<file path="config.mk">
export PLATFORM = sky130hd
export DESIGN_NAME = ptw_walker
export DESIGN_NICKNAME = d
export VERILOG_FILES = /design/src/rtl/ptw_pkg.sv /design/src/rtl/ptw_entry_addr.sv /design/src/rtl/ptw_pte_eval.sv /design/src/rtl/ptw_walker.sv
export SDC_FILE = /design/constraint.sdc
export NUM_CORES = 1
export LEC_CHECK = 0
export ABC_AREA = 1
export BUFFER_PORTS_ARGS = -buffer_cell sky130_fd_sc_hd__buf_2
export CAP_MARGIN = 30
export CORE_MARGIN = 2
export CORE_UTILIZATION = 30
export CTS_BUF_LIST = sky130_fd_sc_hd__clkbuf_8
export CTS_CLUSTER_SIZE = 40
export DETAILED_ROUTE_END_ITERATION = 10
export GPL_ROUTABILITY_DRIVEN = 0
export PLACE_DENSITY = 0.64
export SYNTH_ARGS = -nofsm -noshare
export SYNTH_HDL_FRONTEND = slang
export SYNTH_SLANG_ARGS = --single-unit
</file>
<file path="constraint.sdc">
create_clock -name clk -period 3.4 [get_ports clk]
set_input_delay 0.17 -clock clk [delete_from_list [all_inputs] [get_ports clk]]
set_output_delay 0.17 -clock clk [all_outputs]
set_load 0.05 [all_outputs]
</file>
<file path="src/rtl/ptw_pkg.sv">
package ptw_pkg;

    typedef enum logic [1:0] {
        FLT_NONE   = 2'd0,
        FLT_ABSENT = 2'd1,
        FLT_PROT   = 2'd2
    } flt_e;

    typedef enum logic [1:0] {
        ST_IDLE,
        ST_TOP,
        ST_LEAF,
        ST_DONE
    } st_e;

    localparam int PTE_VALID_BIT = 0;
    localparam int PTE_WRITE_BIT = 1;
    localparam int PTE_USE_BIT   = 2;
    localparam int PTE_DIRTY_BIT = 3;

endpackage

</file>
<file path="src/rtl/ptw_entry_addr.sv">
module ptw_entry_addr #(
    parameter int AW    = 32,
    parameter int OFF_W = 12,
    parameter int IDX_W = 10,
    parameter int ENT_B = 2
) (
    input  logic [AW-OFF_W-1:0] base_frame,
    input  logic [IDX_W-1:0]    idx,
    output logic [AW-1:0]       entry_addr
);
    localparam int SCALED_W = IDX_W + ENT_B;

    logic [SCALED_W-1:0] scaled;

    assign scaled     = {idx, {ENT_B{1'b0}}};
    assign entry_addr = {base_frame, {OFF_W{1'b0}}} + AW'(scaled);

endmodule

</file>
<file path="src/rtl/ptw_pte_eval.sv">
module ptw_pte_eval
    import ptw_pkg::*;
#(
    parameter int PTE_W = 32,
    parameter int PPN_W = 20,
    parameter bit LEAF  = 1'b0
) (
    input  logic [PTE_W-1:0] pte,
    input  logic             is_write,
    output logic [PPN_W-1:0] frame,
    output flt_e             flt
);
    logic prot;

    assign frame = pte[PTE_W-1 -: PPN_W];

    generate
        if (LEAF) begin : g_leaf
            assign prot = is_write & ~pte[PTE_WRITE_BIT];
        end else begin : g_dir
            logic unused_dir;
            assign unused_dir = is_write ^ pte[PTE_WRITE_BIT];
            assign prot = 1'b0;
        end
    endgenerate

    logic unused_bits;
    assign unused_bits = ^pte[PTE_W-PPN_W-1:PTE_USE_BIT];

    always_comb begin
        if (!pte[PTE_VALID_BIT]) begin
            flt = FLT_ABSENT;
        end else if (prot) begin
            flt = FLT_PROT;
        end else begin
            flt = FLT_NONE;
        end
    end

endmodule

</file>
<file path="src/rtl/ptw_walker.sv">
module ptw_walker
    import ptw_pkg::*;
#(
    parameter int TOP_IDX_W = 10,
    parameter int LEAF_IDX_W = 10,
    parameter int OFF_W = 12,
    parameter int PTE_W = 32
) (
    input  logic                            clk,
    input  logic                            rst_n,
    input  logic                            req_valid,
    input  logic [TOP_IDX_W+LEAF_IDX_W+OFF_W-1:0] req_vaddr,
    input  logic                            req_write,
    input  logic [TOP_IDX_W+LEAF_IDX_W+OFF_W-1:0] root_ptr,
    output logic                            mem_req,
    output logic [TOP_IDX_W+LEAF_IDX_W+OFF_W-1:0] mem_addr,
    input  logic [PTE_W-1:0]                mem_rdata,
    input  logic                            mem_rvalid,
    output logic                            done,
    output logic [TOP_IDX_W+LEAF_IDX_W+OFF_W-1:0] paddr,
    output logic [1:0]                      fault
);
    localparam int AW    = TOP_IDX_W + LEAF_IDX_W + OFF_W;
    localparam int PPN_W = AW - OFF_W;
    localparam int IDX_W = (TOP_IDX_W > LEAF_IDX_W) ? TOP_IDX_W : LEAF_IDX_W;

    typedef struct packed {
        st_e              st;
        logic [AW-1:0]    va;
        logic             wr;
        logic [PPN_W-1:0] base;
        logic [AW-1:0]    pa;
        flt_e             flt;
    } regs_t;

    regs_t r_d, r_q;

    logic [IDX_W-1:0] idx_sel;
    logic [PPN_W-1:0] top_frame, leaf_frame;
    flt_e             top_flt, leaf_flt;
    logic             unused_root;

    assign unused_root = ^root_ptr[OFF_W-1:0];

    always_comb begin
        if (r_q.st == ST_TOP) begin
            idx_sel = IDX_W'(r_q.va[AW-1 -: TOP_IDX_W]);
        end else begin
            idx_sel = IDX_W'(r_q.va[OFF_W +: LEAF_IDX_W]);
        end
    end

    ptw_entry_addr #(
        .AW   (AW),
        .OFF_W(OFF_W),
        .IDX_W(IDX_W),
        .ENT_B(2)
    ) u_addr (
        .base_frame(r_q.base),
        .idx       (idx_sel),
        .entry_addr(mem_addr)
    );

    ptw_pte_eval #(
        .PTE_W(PTE_W),
        .PPN_W(PPN_W),
        .LEAF (1'b0)
    ) u_top_eval (
        .pte     (mem_rdata),
        .is_write(r_q.wr),
        .frame   (top_frame),
        .flt     (top_flt)
    );

    ptw_pte_eval #(
        .PTE_W(PTE_W),
        .PPN_W(PPN_W),
        .LEAF (1'b1)
    ) u_leaf_eval (
        .pte     (mem_rdata),
        .is_write(r_q.wr),
        .frame   (leaf_frame),
        .flt     (leaf_flt)
    );

    always_comb begin
        r_d = r_q;
        unique case (r_q.st)
            ST_IDLE: begin
                if (req_valid) begin
                    r_d.va   = req_vaddr;
                    r_d.wr   = req_write;
                    r_d.base = root_ptr[AW-1:OFF_W];
                    r_d.pa   = '0;
                    r_d.flt  = FLT_NONE;
                    r_d.st   = ST_TOP;
                end
            end
            ST_TOP: begin
                if (mem_rvalid) begin
                    if (top_flt != FLT_NONE) begin
                        r_d.flt = top_flt;
                        r_d.pa  = '0;
                        r_d.st  = ST_DONE;
                    end else begin
                        r_d.base = top_frame;
                        r_d.st   = ST_LEAF;
                    end
                end
            end
            ST_LEAF: begin
                if (mem_rvalid) begin
                    r_d.flt = leaf_flt;
                    r_d.pa  = (leaf_flt == FLT_NONE) ?
                              {leaf_frame, r_q.va[OFF_W-1:0]} : '0;
                    r_d.st  = ST_DONE;
                end
            end
            default: begin
                r_d.st = ST_IDLE;
            end
        endcase
    end

    always_ff @(posedge clk) begin
        if (!rst_n) begin
            r_q <= '{st: ST_IDLE, va: '0, wr: 1'b0, base: '0, pa: '0, flt: FLT_NONE};
        end else begin
            r_q <= r_d;
        end
    end

    assign mem_req = (r_q.st == ST_TOP) || (r_q.st == ST_LEAF);
    assign done    = (r_q.st == ST_DONE);
    assign paddr   = r_q.pa;
    assign fault   = r_q.flt;

endmodule

</file>
---- Word level (Yosys, flattened, before mapping) ----
Cells that the tools add are included.
word-level totals
  register bits after elaboration ......... 89
  input bits .............................. 101
  output and inout port bits .............. 68
  word-level logic and storage cells ...... 43
cells by class
  $add $sub $neg .......................... 1
  equality and inequality tests ........... 8
  muxes and demuxes ....................... 16
  bitwise operators ....................... 2
  reduce and logical (&&, ||, !) cells .... 10
operator list
  kind                count
  $pmux 34 s3         1
  $mux 89             1
  $mux 34             2
  $mux 54             1
  $pmux 20 s2         1
  $add 32x12->32      1
  $mux 32             1
  $mux 20             1
  $mux 10             1
  $ne 2x2->1 const B  5
  $mux 2              4
  $pmux 2 s3          1
  $reduce_and 5->1    1
  $eq 2x2->1 const B  2
  $logic_not 2->1     2
  $reduce_and 4->1    1
  $reduce_bool 2->1   2
  $reduce_and 3->1    1
  $reduce_bool 3->1   1
  $eq 2x1->1 const B  1
  $mux 1              2
  $reduce_and 2->1    1
  $and 1x1->1         1
  $logic_or 1x1->1    1
  $not 1->1           1

---- Logic depth before layout (Yosys ltp) ----
  depth in word-level cells ............... 8
  gate-level depth with buffers ........... 11
  mapped depth without buffers ............ 9

---- Cells and area by module ----
Synthesis repeated with hierarchy kept, for this count alone.
second synthesis, totals
  cell total of the unflattened synthesis .. 734
  area total of the unflattened synthesis .. 5044.8 um2
by module, submodules not included
  module                      instances  cells each  area each (um2)  sequential area each (um2)
  ptw_walker                  1          655         4471.8           1781.7
  ptw_entry_addr              1          33          244.0            0.0
  ptw_pte_eval (u_top_eval)   1          23          165.2            0.0
  ptw_pte_eval (u_leaf_eval)  1          23          163.9            0.0

---- Worst setup path after synthesis ----
Ideal clock, no wire load.
  path kind ............................... register to register
  start point ............................. register r_q[87] (netlist name)
  end point ............................... register r_q (netlist bit paddr[10])
  library setup time ...................... 0.113 ns
  data arrival time ....................... 1.682 ns
  required time ........................... 3.287 ns
  path slack .............................. 1.606 ns
  stages on the path, launching flop included .. 10
  buffers on the path ..................... 1
  period minus slack after synthesis ...... 1.794 ns
  path through ............................ dfxtp_1 -> inv_1 -> ha_1 -> nand2_1 -> nor2_1 -> nand2_1 -> clkbuf_1 -> nor2_1 -> nor2_1 -> nor2_1
between the ends
  longest elaborated chain between the ends .. 3
  elaborated cells between the ends (all ways) .. 10
  classes of those cells .................. eq/ne: 6; mux: 1; reduce/logical: 3
ends and longest elaborated chain
  element                                                           RTL line           source
  start: declaration                                                ptw_walker.sv:36   regs_t r_d, r_q;
  start signal: assignment                                          ptw_walker.sv:127  r_q <= '{st: ST_IDLE, va: '0, wr: 1'b0, base: '0, pa: '0, flt: FLT_NONE};
  start signal: assignment                                          ptw_walker.sv:129  r_q <= r_d;
  $eq 2x1->1 (tied with other cells)                                ptw_walker.sv:88   unique case (r_q.st)
  $ne 2x2->1 (no line) / $reduce_bool 3->1 (equally long branches)  --
  $reduce_and 5->1 (no line)                                        --
Several ways; a longest one is shown, not always the timed one.
A chain may end at the register's enable or synchronous reset.

---- Final worst setup path ----
  start point ............................. register r_q[88] (netlist name)
  end point ............................... output mem_addr[11]
between the ends
  longest elaborated chain between the ends .. 3
ends and longest elaborated chain
  element           RTL line              source
  $eq 2x1->1        ptw_walker.sv:46      if (r_q.st == ST_TOP) begin
  $mux 10           ptw_walker.sv:46
  $add 32x12->32    ptw_entry_addr.sv:16  assign entry_addr = {base_frame, {OFF_W{1'b0}}} + AW'(scaled);
  end: declaration  ptw_walker.sv:16      output logic [TOP_IDX_W+LEAF_IDX_W+OFF_W-1:0] mem_addr,
Every way passes these cells.

==> load_flow_metrics.sql <==
INSERT INTO impl_metrics (metric_group, metric, value, unit) VALUES
('pwr', 'power.combinational.fraction', '59.8', '%'),
('yosys', 'register_area_share_after_synthesis', '39.2', '%'),
('pwr', 'sw_frac_of_total', '54.3', '%'),
('pwr', 'seq_power_share', '28.1', '%'),
('pwr', 'ir_drop', '0.382', 'mV'),
('global_routing', 'grt_first_pass_wirelength', '17700', 'microns'),
('sta', 'final-hold-violation-count', '0', ''),
('sta', 'worst-slew-pin-transition', '0.831', 'ns'),
('detailed_routing', 'first_pass_iteration_count_of_the_detailed_router', '4', ''),
('outcome', 'result_of_the_run', 'completed', ''),
('placed_design', 'io_buffer_count', '144', ''),
('clock_tree', 'post_cts_resized', '0', ''),
('global_routing', 'grt_pass1_vias', '3668', ''),
('setup_path', 'critPathRequiredTime', '3.23', 'ns'),
('detailed_routing', 'drtAntennaViolNets', '0', ''),
('global_routing', 'grt_max_degree', '67', ''),
('detailed_routing', 'vias_per_cell', '4.22', ''),
('yosys', 'synthCells', '718', ''),
('min_path', 'hold_class', 'input pin to flop', ''),
('pwr', 'intPower', '2.57', 'mW'),
('floorplanning', 'floorplan.initialDensity', '31.0', '%'),
('pwr', 'total_power_density_per_cell_area', '1090', 'nW/um^2'),
('yosys', 'synthDistinctLibCells', '16', ''),
('floorplanning', 'die_area', '16100', 'sq um'),
('cells_and_area', 'layout-area-overhead-vs-synth', '13.2', '%'),
('floorplanning', 'top_level_ports', '169', ''),
('sta', 'final.hold.worst_slack', '0.0539', 'ns'),
('yosys', 'synth_compound_area_share', '7.71', '%'),
('clock_tree', 'clock_insertion_delay_worst_skew', '0.36', 'ns'),
('sta', 'post-route-period-util', '74.7', '%'),
('cells_and_area', 'layout_common_cells', 'nor2_1 (187), nand2_1 (151), buf_2 (144)', ''),
('clock_tree', 'path_clk_slew', '0.09', 'ns'),
('clock_tree', 'cts-root-buf', 'clkbuf_8', ''),
('yosys', 'register_bit_count_reported_by_yosys', '89', ''),
('setup_path', 'end_kind', 'output port', ''),
('global_routing', 'antenna_found_initial', '0', ''),
('pwr', 'clockPowerShare', '12.1', '%'),
('clock_tree', 'cts_tree', 'built', ''),
('clock_tree', 'clockBufferDepth', '2', ''),
('floorplanning', 'dieHeight', '127', 'microns'),
('yosys', 'synthXorXnorAreaFrac', '0', '%'),
('floorplanning', 'rows', '44', ''),
('yosys', 'synth.mux.area_fraction', '0', '%'),
('sta', 'min_period', '2.54', 'ns'),
('yosys', 'synth_adder_area_share', '1.10', '%'),
('detailed_routing', 'via_count', '4111', ''),
('pwr', 'leakage', '2.77', 'nW'),
('clock_tree', 'clock_net_sink_count', '89', ''),
('yosys', 'synth-warning-count', '0', ''),
('sta', 'max_freq', '0.394', 'GHz'),
('clock_tree', 'cts_setup_buffers', '0', ''),
('yosys', 'synth.cell_area', '4540', 'sq um'),
('cells_and_area', 'layout.cells.most_common', 'nor2_1', ''),
('sta', 'worst_slew_margin_rel', '44.6', '%'),
('clock_tree', 'post_cts_hold_buffer_count', '0', ''),
('job', 'maxCapViolations', '0', ''),
('sta', 'timing.final.max_slew_violations', '0', ''),
('clock_tree', 'cts_inserted_buffers', '9', ''),
('clock_tree', 'cts_htree_levels', '3', ''),
('floorplanning', 'die_w', '127', 'microns'),
('sta', 'rsz_0062_raised_after_global_routing', 'false', ''),
('cells_and_area', 'layout.nets', '891', ''),
('floorplanning', 'core_box_area', '14600', 'sq um'),
('global_routing', 'grt_remaining_overflow', '0', ''),
('setup_path', 'critPathKind', 'flop to output port', ''),
('yosys', 'yosys.area_share.simple', '30.8', '%'),
('detailed_routing', 'avgRoutedWirePerCell', '11.4', 'microns'),
('sta', 'final-setup-viol-count', '0', ''),
('yosys', 'synth_area_per_cell', '6.33', 'sq um'),
('setup_path', 'worstPathArrival', '2.37', 'ns'),
('yosys', 'synth_top_family_by_area', 'simple AND/OR/NAND/NOR gates', ''),
('detailed_routing', 'remaining_drc_errors', '0', ''),
('detailed_routing', 'wirelength', '11100', 'microns'),
('sta', 'fin_worst_skew', '0.00731', 'ns'),
('cells_and_area', 'insertedDiodeCount', '0', ''),
('pwr', 'switchingPower', '3.06', 'mW'),
('setup_path', 'cp-start-kind', 'flop', ''),
('global_routing', 'gr-usage-all-layers', '13.8', '%'),
('cells_and_area', 'drive_gt1_share', '21.4', '%'),
('detailed_routing', 'detail_route.iter0.violations', '173', ''),
('placed_design', 'dp.final_hpwl', '7760', 'microns'),
('setup_path', 'cp_max_fo', '42', ''),
('sta', 'fin_setup_tns', '0', 'ns');
==> worst paths after layout <==
kind / start / end / slack [ns] / depth (start not counted)
worst min-delay path: req_vaddr[19] / r_q[74]$_SDFFE_PN0P_ / 0.05 / 3
worst max register to register: r_q[87]$_SDFFE_PN0P_ / paddr[11]$_SDFFE_PN0P_ / 1.22 / 9
worst min register to register: r_q[64]$_SDFFE_PN0P_ / r_q[64]$_SDFFE_PN0P_ / 0.46 / 2
worst max-delay path: r_q[88]$_SDFFE_PN0P_ / mem_addr[11] / 0.86 / 7
==> metal layers <==
metal	up-vias	part of all wire (%)	GRT usage, %
li1	2202	-	-
met1	1783	48	17.4
met2	115	45	22.7
met3	11	5.7	3.31
met4	0	1.6	5.37
met5	-	0	0
==> worst max-delay path, stage by stage (launching register included) <==
cell and delay [ns]:
dfxtp_1 0.39, inv_1 0.08, ha_1 0.39, inv_2 0.27, buf_4 0.42, nand2_1 0.09
nand2_1 0.09, buf_2 0.26
==> through the flow <==
step | power, mW | util, % | instance area [sq um] | setup WS (ns) | std cells
after detailed placement | 5.01 | 33.9 | 4970 | 1.18 | 959
after CTS | 5.72 | 35.1 | 5150 | 0.783 | 975
after global routing | 6.15 | 35.1 | 5150 | 0.615 | 975
after global placement | 4.99 | 33.9 | 4970 | 1.19 | 959
final | 5.63 | 35.1 | 5150 | 0.859 | 975
after floorplan | 4.67 | - | 4550 | 1.61 | 719
==> kinds of logic after synthesis <==
| logic type | count (synthesis) |
|---|---|
| fa+ha+maj | 4 |
| simple gates | 364 |
| flops | 89 |
| buf+inv | 190 |
| other cells | 1 |
| compound gates | 70 |
==> synth_stat cells <==
cell	count	share of area [%]
a21oi_1	15	1.7
buf_1	2	0.17
buf_2	11	1.2
buf_4	60	9.9
buf_6	1	0.25
clkbuf_1	21	1.7
conb_1	1	0.083
dfxtp_1	89	39
ha_1	4	1.1
inv_1	94	7.8
inv_2	1	0.083
nand2_1	151	12
nand3_1	25	2.8
nor2_1	187	15
nor3_1	1	0.11
o21ai_0	55	6.1
==> flip-flops by register name, indices dropped and copies added (netlist names) <==
name / flops
paddr: 32
fault: 2
r_q: 55
==> cell type report <==
| type | count | area [sq um] |
|---|---|---|
| fillers | 1639 | 9500 |
| multi-input cells | 440 | 1810 |
| flip-flops and latches | 89 | 1780 |
| repair buffers | 151 | 786 |
| inverters | 95 | 357 |
| well taps | 184 | 230 |
| clock buffers | 10 | 138 |
| clock inverters | 6 | 42.5 |
==> power groups by stage <==
stage	clock network [mW]	registers (mW)	logic [mW]
after global placement	0	1.60	3.39
after CTS	0.720	1.59	3.41
after global routing	0.759	1.63	3.76
after detailed placement	0	1.61	3.40
after floorplan	0	1.58	3.10
final	0.680	1.58	3.37
Power figures use the tool's default switching activity.
